[src/rtl/cfm_pkg.sv]
package cfm_pkg;

    // Flag and enable bit positions shared by ports and internal vectors.
    localparam int FLAG_FAST_STOP = 0;
    localparam int FLAG_SLOW_STOP = 1;
    localparam int FLAG_RANGE     = 2;
    localparam int NUM_FLAGS      = 3;
    localparam int NUM_MON        = 2;

    // Result of one window comparison, valid for a single cycle.
    typedef struct packed {
        logic too_high;
        logic too_low;
    } range_verdict_t;

    // Saturating increment on a generic 32-bit carrier.
    function automatic logic [31:0] sat_inc(input logic [31:0] v, input logic [31:0] vmax);
        return (v >= vmax) ? vmax : v + 32'd1;
    endfunction

endpackage

[src/rtl/cfm_edge_sync.sv]
module cfm_edge_sync #(
    parameter int STAGES = 2
) (
    input  logic clk,
    input  logic rst,
    input  logic async_in,
    output logic rise
);
    // chain[0..STAGES-1] synchroniser, chain[STAGES] edge history
    logic [STAGES:0] chain;

    always_ff @(posedge clk) begin
        if (rst) chain[0] <= 1'b0;
        else     chain[0] <= async_in;
    end

    generate
        for (genvar i = 1; i <= STAGES; i++) begin : g_stage
            always_ff @(posedge clk) begin
                if (rst) chain[i] <= 1'b0;
                else     chain[i] <= chain[i-1];
            end
        end
    endgenerate

    assign rise = chain[STAGES-1] & ~chain[STAGES];

    // A detected edge cannot repeat in the very next cycle.
    p_rise_single_r6: assert property (@(posedge clk) disable iff (rst)
        rise |=> !rise);

endmodule

[src/rtl/cfm_stop_det.sv]
module cfm_stop_det #(
    parameter int STOP_LEN = 256
) (
    input  logic clk,
    input  logic rst,
    input  logic en,
    input  logic rise,
    output logic stopped
);
    localparam int SW = $clog2(STOP_LEN + 1);
    localparam logic [SW-1:0] LIMIT = SW'(STOP_LEN);

    logic [SW-1:0] idle_cnt;

    always_ff @(posedge clk) begin
        if (rst || !en || rise)   idle_cnt <= '0;
        else if (idle_cnt != LIMIT) idle_cnt <= idle_cnt + 1'b1;
    end

    assign stopped = (idle_cnt == LIMIT);

    // An edge always revives the detector on the next cycle.
    p_edge_revives_r6: assert property (@(posedge clk) disable iff (rst)
        rise |=> !stopped);
    // A disabled detector reports nothing on the next cycle.
    p_off_quiet_r7: assert property (@(posedge clk) disable iff (rst)
        !en |=> !stopped);
    // Once stopped, stays stopped until an edge or disable.
    p_stop_holds_r6: assert property (@(posedge clk) disable iff (rst)
        (stopped && en && !rise) |=> stopped);

endmodule

[src/rtl/cfm_freq_win.sv]
module cfm_freq_win
    import cfm_pkg::*;
#(
    parameter int WIN_LEN = 1024,
    parameter int CNT_W   = 10
) (
    input  logic             clk,
    input  logic             rst,
    input  logic             en,
    input  logic             rise,
    input  logic [CNT_W-1:0] upper,
    input  logic [CNT_W-1:0] lower,
    output range_verdict_t   verdict
);
    localparam int WW = (WIN_LEN > 1) ? $clog2(WIN_LEN) : 1;
    localparam logic [WW-1:0]    WIN_LAST = WW'(WIN_LEN - 1);
    localparam logic [CNT_W-1:0] CNT_MAX  = {CNT_W{1'b1}};

    logic [WW-1:0]    win_cnt;
    logic [CNT_W-1:0] edge_cnt;
    logic [CNT_W-1:0] edge_next;
    logic             win_last;

    assign win_last  = (win_cnt == WIN_LAST);
    assign edge_next = rise ? CNT_W'(sat_inc(32'(edge_cnt), 32'(CNT_MAX))) : edge_cnt;

    always_ff @(posedge clk) begin
        if (rst || !en) begin
            win_cnt  <= '0;
            edge_cnt <= '0;
            verdict  <= '0;
        end else begin
            verdict.too_high <= win_last && (edge_next > upper);
            verdict.too_low  <= win_last && (edge_next < lower);
            if (win_last) begin
                win_cnt  <= '0;
                edge_cnt <= '0;
            end else begin
                win_cnt  <= win_cnt + 1'b1;
                edge_cnt <= edge_next;
            end
        end
    end

    // Disabled monitor: counters parked at zero, no verdict.
    p_idle_zero_r5: assert property (@(posedge clk) disable iff (rst)
        !en |=> (edge_cnt == '0 && win_cnt == '0));
    p_idle_noverdict_r5: assert property (@(posedge clk) disable iff (rst)
        !en |=> (verdict == '0));
    // A saturated count stays saturated within the window.
    p_sat_hold_r4: assert property (@(posedge clk) disable iff (rst)
        (en && edge_cnt == CNT_MAX && !win_last) |=> (edge_cnt == CNT_MAX));
    // A verdict only follows the last cycle of a window.
    p_verdict_at_end_r2: assert property (@(posedge clk) disable iff (rst)
        (verdict != '0) |-> ($past(win_cnt) == WIN_LAST));

endmodule

[src/rtl/clk_freq_guard.sv]
module clk_freq_guard
    import cfm_pkg::*;
#(
    parameter int WIN_LEN     = 1024,
    parameter int CNT_W       = 10,
    parameter int STOP_LEN    = 256,
    parameter int SYNC_STAGES = 2
) (
    input  logic             clk,
    input  logic             rst,
    input  logic             mon_fast,
    input  logic             mon_slow,
    input  logic [2:0]       det_en,
    input  logic [2:0]       irq_en,
    input  logic [CNT_W-1:0] upper_bnd,
    input  logic [CNT_W-1:0] lower_bnd,
    input  logic [2:0]       flag_clr,
    output logic [2:0]       flags,
    output logic             irq
);
    logic [NUM_MON-1:0]   mon_in;
    logic [NUM_MON-1:0]   mon_rise;
    logic [NUM_MON-1:0]   mon_stopped;
    range_verdict_t       verdict;
    logic [NUM_FLAGS-1:0] set_vec;
    logic [NUM_FLAGS-1:0] flag_q;

    assign mon_in[FLAG_FAST_STOP] = mon_fast;
    assign mon_in[FLAG_SLOW_STOP] = mon_slow;

    generate
        for (genvar m = 0; m < NUM_MON; m++) begin : g_mon
            cfm_edge_sync #(.STAGES(SYNC_STAGES)) u_sync (
                .clk      (clk),
                .rst      (rst),
                .async_in (mon_in[m]),
                .rise     (mon_rise[m])
            );
            cfm_stop_det #(.STOP_LEN(STOP_LEN)) u_stop (
                .clk     (clk),
                .rst     (rst),
                .en      (det_en[m]),
                .rise    (mon_rise[m]),
                .stopped (mon_stopped[m])
            );
        end
    endgenerate

    cfm_freq_win #(.WIN_LEN(WIN_LEN), .CNT_W(CNT_W)) u_win (
        .clk     (clk),
        .rst     (rst),
        .en      (det_en[FLAG_RANGE]),
        .rise    (mon_rise[FLAG_FAST_STOP]),
        .upper   (upper_bnd),
        .lower   (lower_bnd),
        .verdict (verdict)
    );

    assign set_vec[FLAG_FAST_STOP] = mon_stopped[FLAG_FAST_STOP];
    assign set_vec[FLAG_SLOW_STOP] = mon_stopped[FLAG_SLOW_STOP];
    assign set_vec[FLAG_RANGE]     = verdict.too_high | verdict.too_low;

    // Sticky flags: clear by write-1, set wins in the same cycle.
    always_ff @(posedge clk) begin
        if (rst) flag_q <= '0;
        else     flag_q <= (flag_q & ~flag_clr) | set_vec;
    end

    assign flags = flag_q;
    assign irq   = |(flag_q & irq_en);

    // Uncleared flags never drop.
    p_sticky_r8: assert property (@(posedge clk) disable iff (rst)
        1'b1 |=> ((flag_q & $past(flag_q & ~flag_clr)) == $past(flag_q & ~flag_clr)));
    // A clear with no coincident set empties the bit.
    p_w1c_r8: assert property (@(posedge clk) disable iff (rst)
        1'b1 |=> ((flag_q & $past(flag_clr & ~set_vec)) == '0));
    // A new flag bit needs a set condition one cycle earlier.
    p_set_source_r8: assert property (@(posedge clk) disable iff (rst)
        1'b1 |=> ((flag_q & ~$past(flag_q) & ~$past(set_vec)) == '0));
    // No enabled interrupt, no interrupt.
    p_irq_masked_r9: assert property (@(posedge clk) disable iff (rst)
        (irq_en == '0) |-> !irq);

endmodule

[config.mk]
export PLATFORM = sky130hd
export DESIGN_NAME = clk_freq_guard
export DESIGN_NICKNAME = d
export VERILOG_FILES = /design/src/rtl/cfm_pkg.sv /design/src/rtl/cfm_edge_sync.sv /design/src/rtl/cfm_stop_det.sv /design/src/rtl/cfm_freq_win.sv /design/src/rtl/clk_freq_guard.sv
export SDC_FILE = /design/constraint.sdc
export NUM_CORES = 1
export LEC_CHECK = 0
export BUFFER_PORTS_ARGS = -buffer_cell sky130_fd_sc_hd__buf_2
export CAP_MARGIN = 5
export CORE_UTILIZATION = 57
export DETAILED_ROUTE_END_ITERATION = 8
export PLACE_DENSITY = 0.79
export SLEW_MARGIN = 20
export SYNTH_ARGS = -nofsm -noshare
export SYNTH_HDL_FRONTEND = slang
export SYNTH_HIERARCHICAL = 1
export SYNTH_SLANG_ARGS = --single-unit
export TNS_END_PERCENT = 100
[constraint.sdc]
create_clock -name clk -period 3.5 [get_ports clk]
set_input_delay 0.35 -clock clk [delete_from_list [all_inputs] [get_ports clk]]
set_output_delay 0.35 -clock clk [all_outputs]
set_load 0.02 [all_outputs]
==> flow_summary_export.csv <==
group,metric,value,unit
status,violations,"design-rule violations",
die,start_util,60.11,%
power,power_switching,226.8,uW
power,p_comb_share,6.9,%
die,boundaryPins,37,
worst_setup_path,worstSetupStartpointType,"flip-flop",
sta,grt_setup_unrepaired,"false",
detailed_routing,ant_nets,0,
detailed_routing,first_pass_iters,6,
sta,period_share,78.71,%
die,dieArea,4965,um2
clocking,clk_path_buf_depth,2,
power,clockPowerShare,34.2,%
worst_setup_path,crit_path_frequent_cell,"or3_1",
synth,synth_warnings,6,
layout,fin_nets,400,
detailed_routing,drc,8,
layout,antennaDiodeCount,0,
worst_setup_path,crit_family,"simple AND/OR/NAND/NOR gates",
layout,fin_util,66.53,%
clocking,cts_tree,"done",
sta,final-hold-violation-count,0,
detailed_routing,detail_route.wl_per_cell,12.07,um
synth,synth_common_cells,"dfxtp_1 (49), inv_1 (30), ha_1 (25)",
power,pwr-share-seq,58.9,%
global_route,grt_max_degree,18,
global_route,overflow,0,
synth,post-synth-top-area-fraction,36.72,%
placement,io_buffers,36,
detailed_routing,drt-total-wl,4767,um
global_route,grt_usage,21.56,%
sta,clock.fmax,363.0,MHz
global_route,grt_pass1_vias,2088,
sta,finalClockSkew,4.510,ps
worst_setup_path,crit_path_max_incr_delay,400,ps
sta,finalSetupViolCount,0,
clocking,numCtsBuffers,5,
worst_setup_path,cp-end-kind,"flip-flop",
clocking,clock_sinks,49,
power,internal-power,738.4,uW
sta,fin_tns_setup,0,ps
clocking,clockRootBuffer,"clkbuf_8",
synth,ys_async_sr_fraction,0,%
worst_setup_path,crit_arrival,2950,ps
global_route,antenna_found_initial,0,
synth,ys.flop_type,"dfxtp_1",
layout,drive_above_1_share,18.66,%
worst_setup_path,cp_max_fo,8,
clocking,h-tree-depth,2,
sta,max_slew_margin,55.17,%
sta,drv_slew,0,
die,die_h,70.46,um
clocking,clk_latency,300,ps
power,ir_worst_vdd,0.0002955,V
global_route,grt_pass1_wl,8611,um
job,cap_violations,0,
synth,synthCells,305,
synth,ys_seq_area_share,36.72,%
detailed_routing,via_count,2164,
die,fp.dieW,70.46,um
clocking,post_cts_buffers,0,
worst_setup_path,crit_chain,"nor2b_2, nand3_1, or3_1, xor2_1, nand2_1, ha_1, nand4_1, or3_1, a41oi_2, nor4_1",
layout,area.growth.synth_to_final,10.68,%
worst_setup_path,path_buf_inv,0,
power,switching_share,23.50,%
power,pwr_density_cell,326.5,nW/um2
detailed_routing,vias_per_cell,5.478,
synth,netlist_top_cells_area,"dfxtp_1 (37%), ha_1 (12%), a21oi_1 (4.3%)",
worst_hold_path,worstHoldPathType,"input port to flip-flop",
clocking,ctsHoldBuffers,0,
synth,ys_types,46,
synth,synth_fp_nets,363,
status,status,"complete, but fails checks",
clocking,cts.clk_slew.worst_paths,90,ps
worst_setup_path,crit_type,"flip-flop to flip-flop",
placement,place_hpwl,3678,um
power,leakage,0.001248,uW
die,coreArea,4444,um2
sta,worst_pin_slew,671.0,ps
clocking,cts_resized,0,
synth,syn_area,2671,um2
synth,ys_ff_latch,49,
synth,synth_enable_flop_cells,0,
placement,routabilityCongestion,0.8003,
die,row_count,24,
detailed_routing,drt-initial-drc-count,81,
sta,holdWs,253.9,ps
synth,syn_area_per_cell,8.758,um2
synth,post-synth-top-count-cell,"dfxtp_1",
sta,fin_crit,2755,ps
worst_setup_path,crit_slowest_cell,"or3_1",
worst_setup_path,cp.required,3690,ps
synth,synth.largest_area_cell,"dfxtp_1",
worst reg2reg max path: stages (launching register included):
cell and delay [ps]:
dfxtp_1 330, nor2b_2 390, nand3_1 160, or3_1 340, xor2_1 220, nand2_1 120, ha_1 310, nand4_1 140
or3_1 410, a41oi_2 160, nor4_1 70
layout make-up:
cell class,instances,area [um2]
multi-input cells,220,1531
clock buffers,6,72.57
flip-flops and latches,49,980.9
well taps,52,65.06
inverters,30,112.6
fillers,368,1488
repair buffers,36,180.2
clock inverters,2,13.76
power groups by stage:
| stage | registers, uW | clock network [uW] | logic [uW] |
|---|---|---|---|
| after floorplan | 580 | 0 | 40.0 |
| after global placement | 581 | 0 | 64.3 |
| after detailed placement | 581 | 0 | 67.2 |
| after CTS | 568 | 343 | 67.9 |
| after global routing | 570 | 371 | 76.0 |
| final | 568 | 330 | 67.0 |
placed cells by master (no fill, tap or decap), drive strengths merged, types with 4 or more instances in the layout:
cell type,synthesis,final
nand2b,7,7
nand3,12,12
nand4,14,14
or3,11,11
nor2b,11,11
xor2,11,11
inv,30,31
nor2,18,18
nand3b,4,4
xnor2,6,6
nor4b,4,4
o21ai,16,16
ha,25,25
dfxtp,49,49
nand2,24,24
buf,4,36
clkbuf,2,6
a21oi,27,27
final timing paths:
| path | start | endpoint | slack, ps | depth (start not counted) |
|---|---|---|---|---|
| worst max-delay path | g_mon[0].u_sync/chain[1] | u_win/verdict[0] | 750 | 10 |
| worst min-delay path | mon_slow | g_mon[1].u_sync/chain[0] | 250 | 2 |
| worst max register to register | g_mon[0].u_sync/chain[1] | u_win/verdict[0] | 750 | 10 |
| worst min register to register | g_mon[0].u_sync/chain[0] | g_mon[0].u_sync/chain[1] | 440 | 1 |
per-layer routing:
layer | part of all wire, % | global-route usage, % | vias to the layer above
met3 | 3.3 | 4.185 | 8
met1 | 47 | 25.14 | 984
met4 | 1.5 | 7.483 | 0
met5 | 0 | 0 | -
li1 | - | - | 1136
met2 | 48 | 39.05 | 36
registers in the layout (all words and copies together) (netlist names):
name and flops:
u_win/verdict 2, u_win/edge_cnt 10, g_mon.u_sync/chain 6, g_mon.u_stop/idle_cnt 18, flags 3, u_win/win_cnt 10
cells by family (layout without fill, tap and decap cells):
logic type / count (synthesis) / after routing / share of synthesized area, %
AOI/OAI and AO/OA: 51 / 51 / 11.62
buffers and inverters: 36 / 74 / 5.948
xor gates and xnor gates: 17 / 17 / 5.574
DFF: 49 / 49 / 36.72
muxes: 4 / 4 / 1.546
and+or+nand+nor: 123 / 123 / 26.89
adders and majority gates: 25 / 25 / 11.71
stage by stage:
step	total power [uW]	instances	cell area, um2	setup slack (ps)
floorplan	620.3	305	2671	1036
global placement	645.6	387	2870	912.5
detailed placement	648.6	387	2870	789.7
CTS	979.2	395	2957	750.3
global route	1017	395	2957	551.7
finish	965.2	395	2957	745.3
Note: power is estimated with default switching activity, not from simulation.
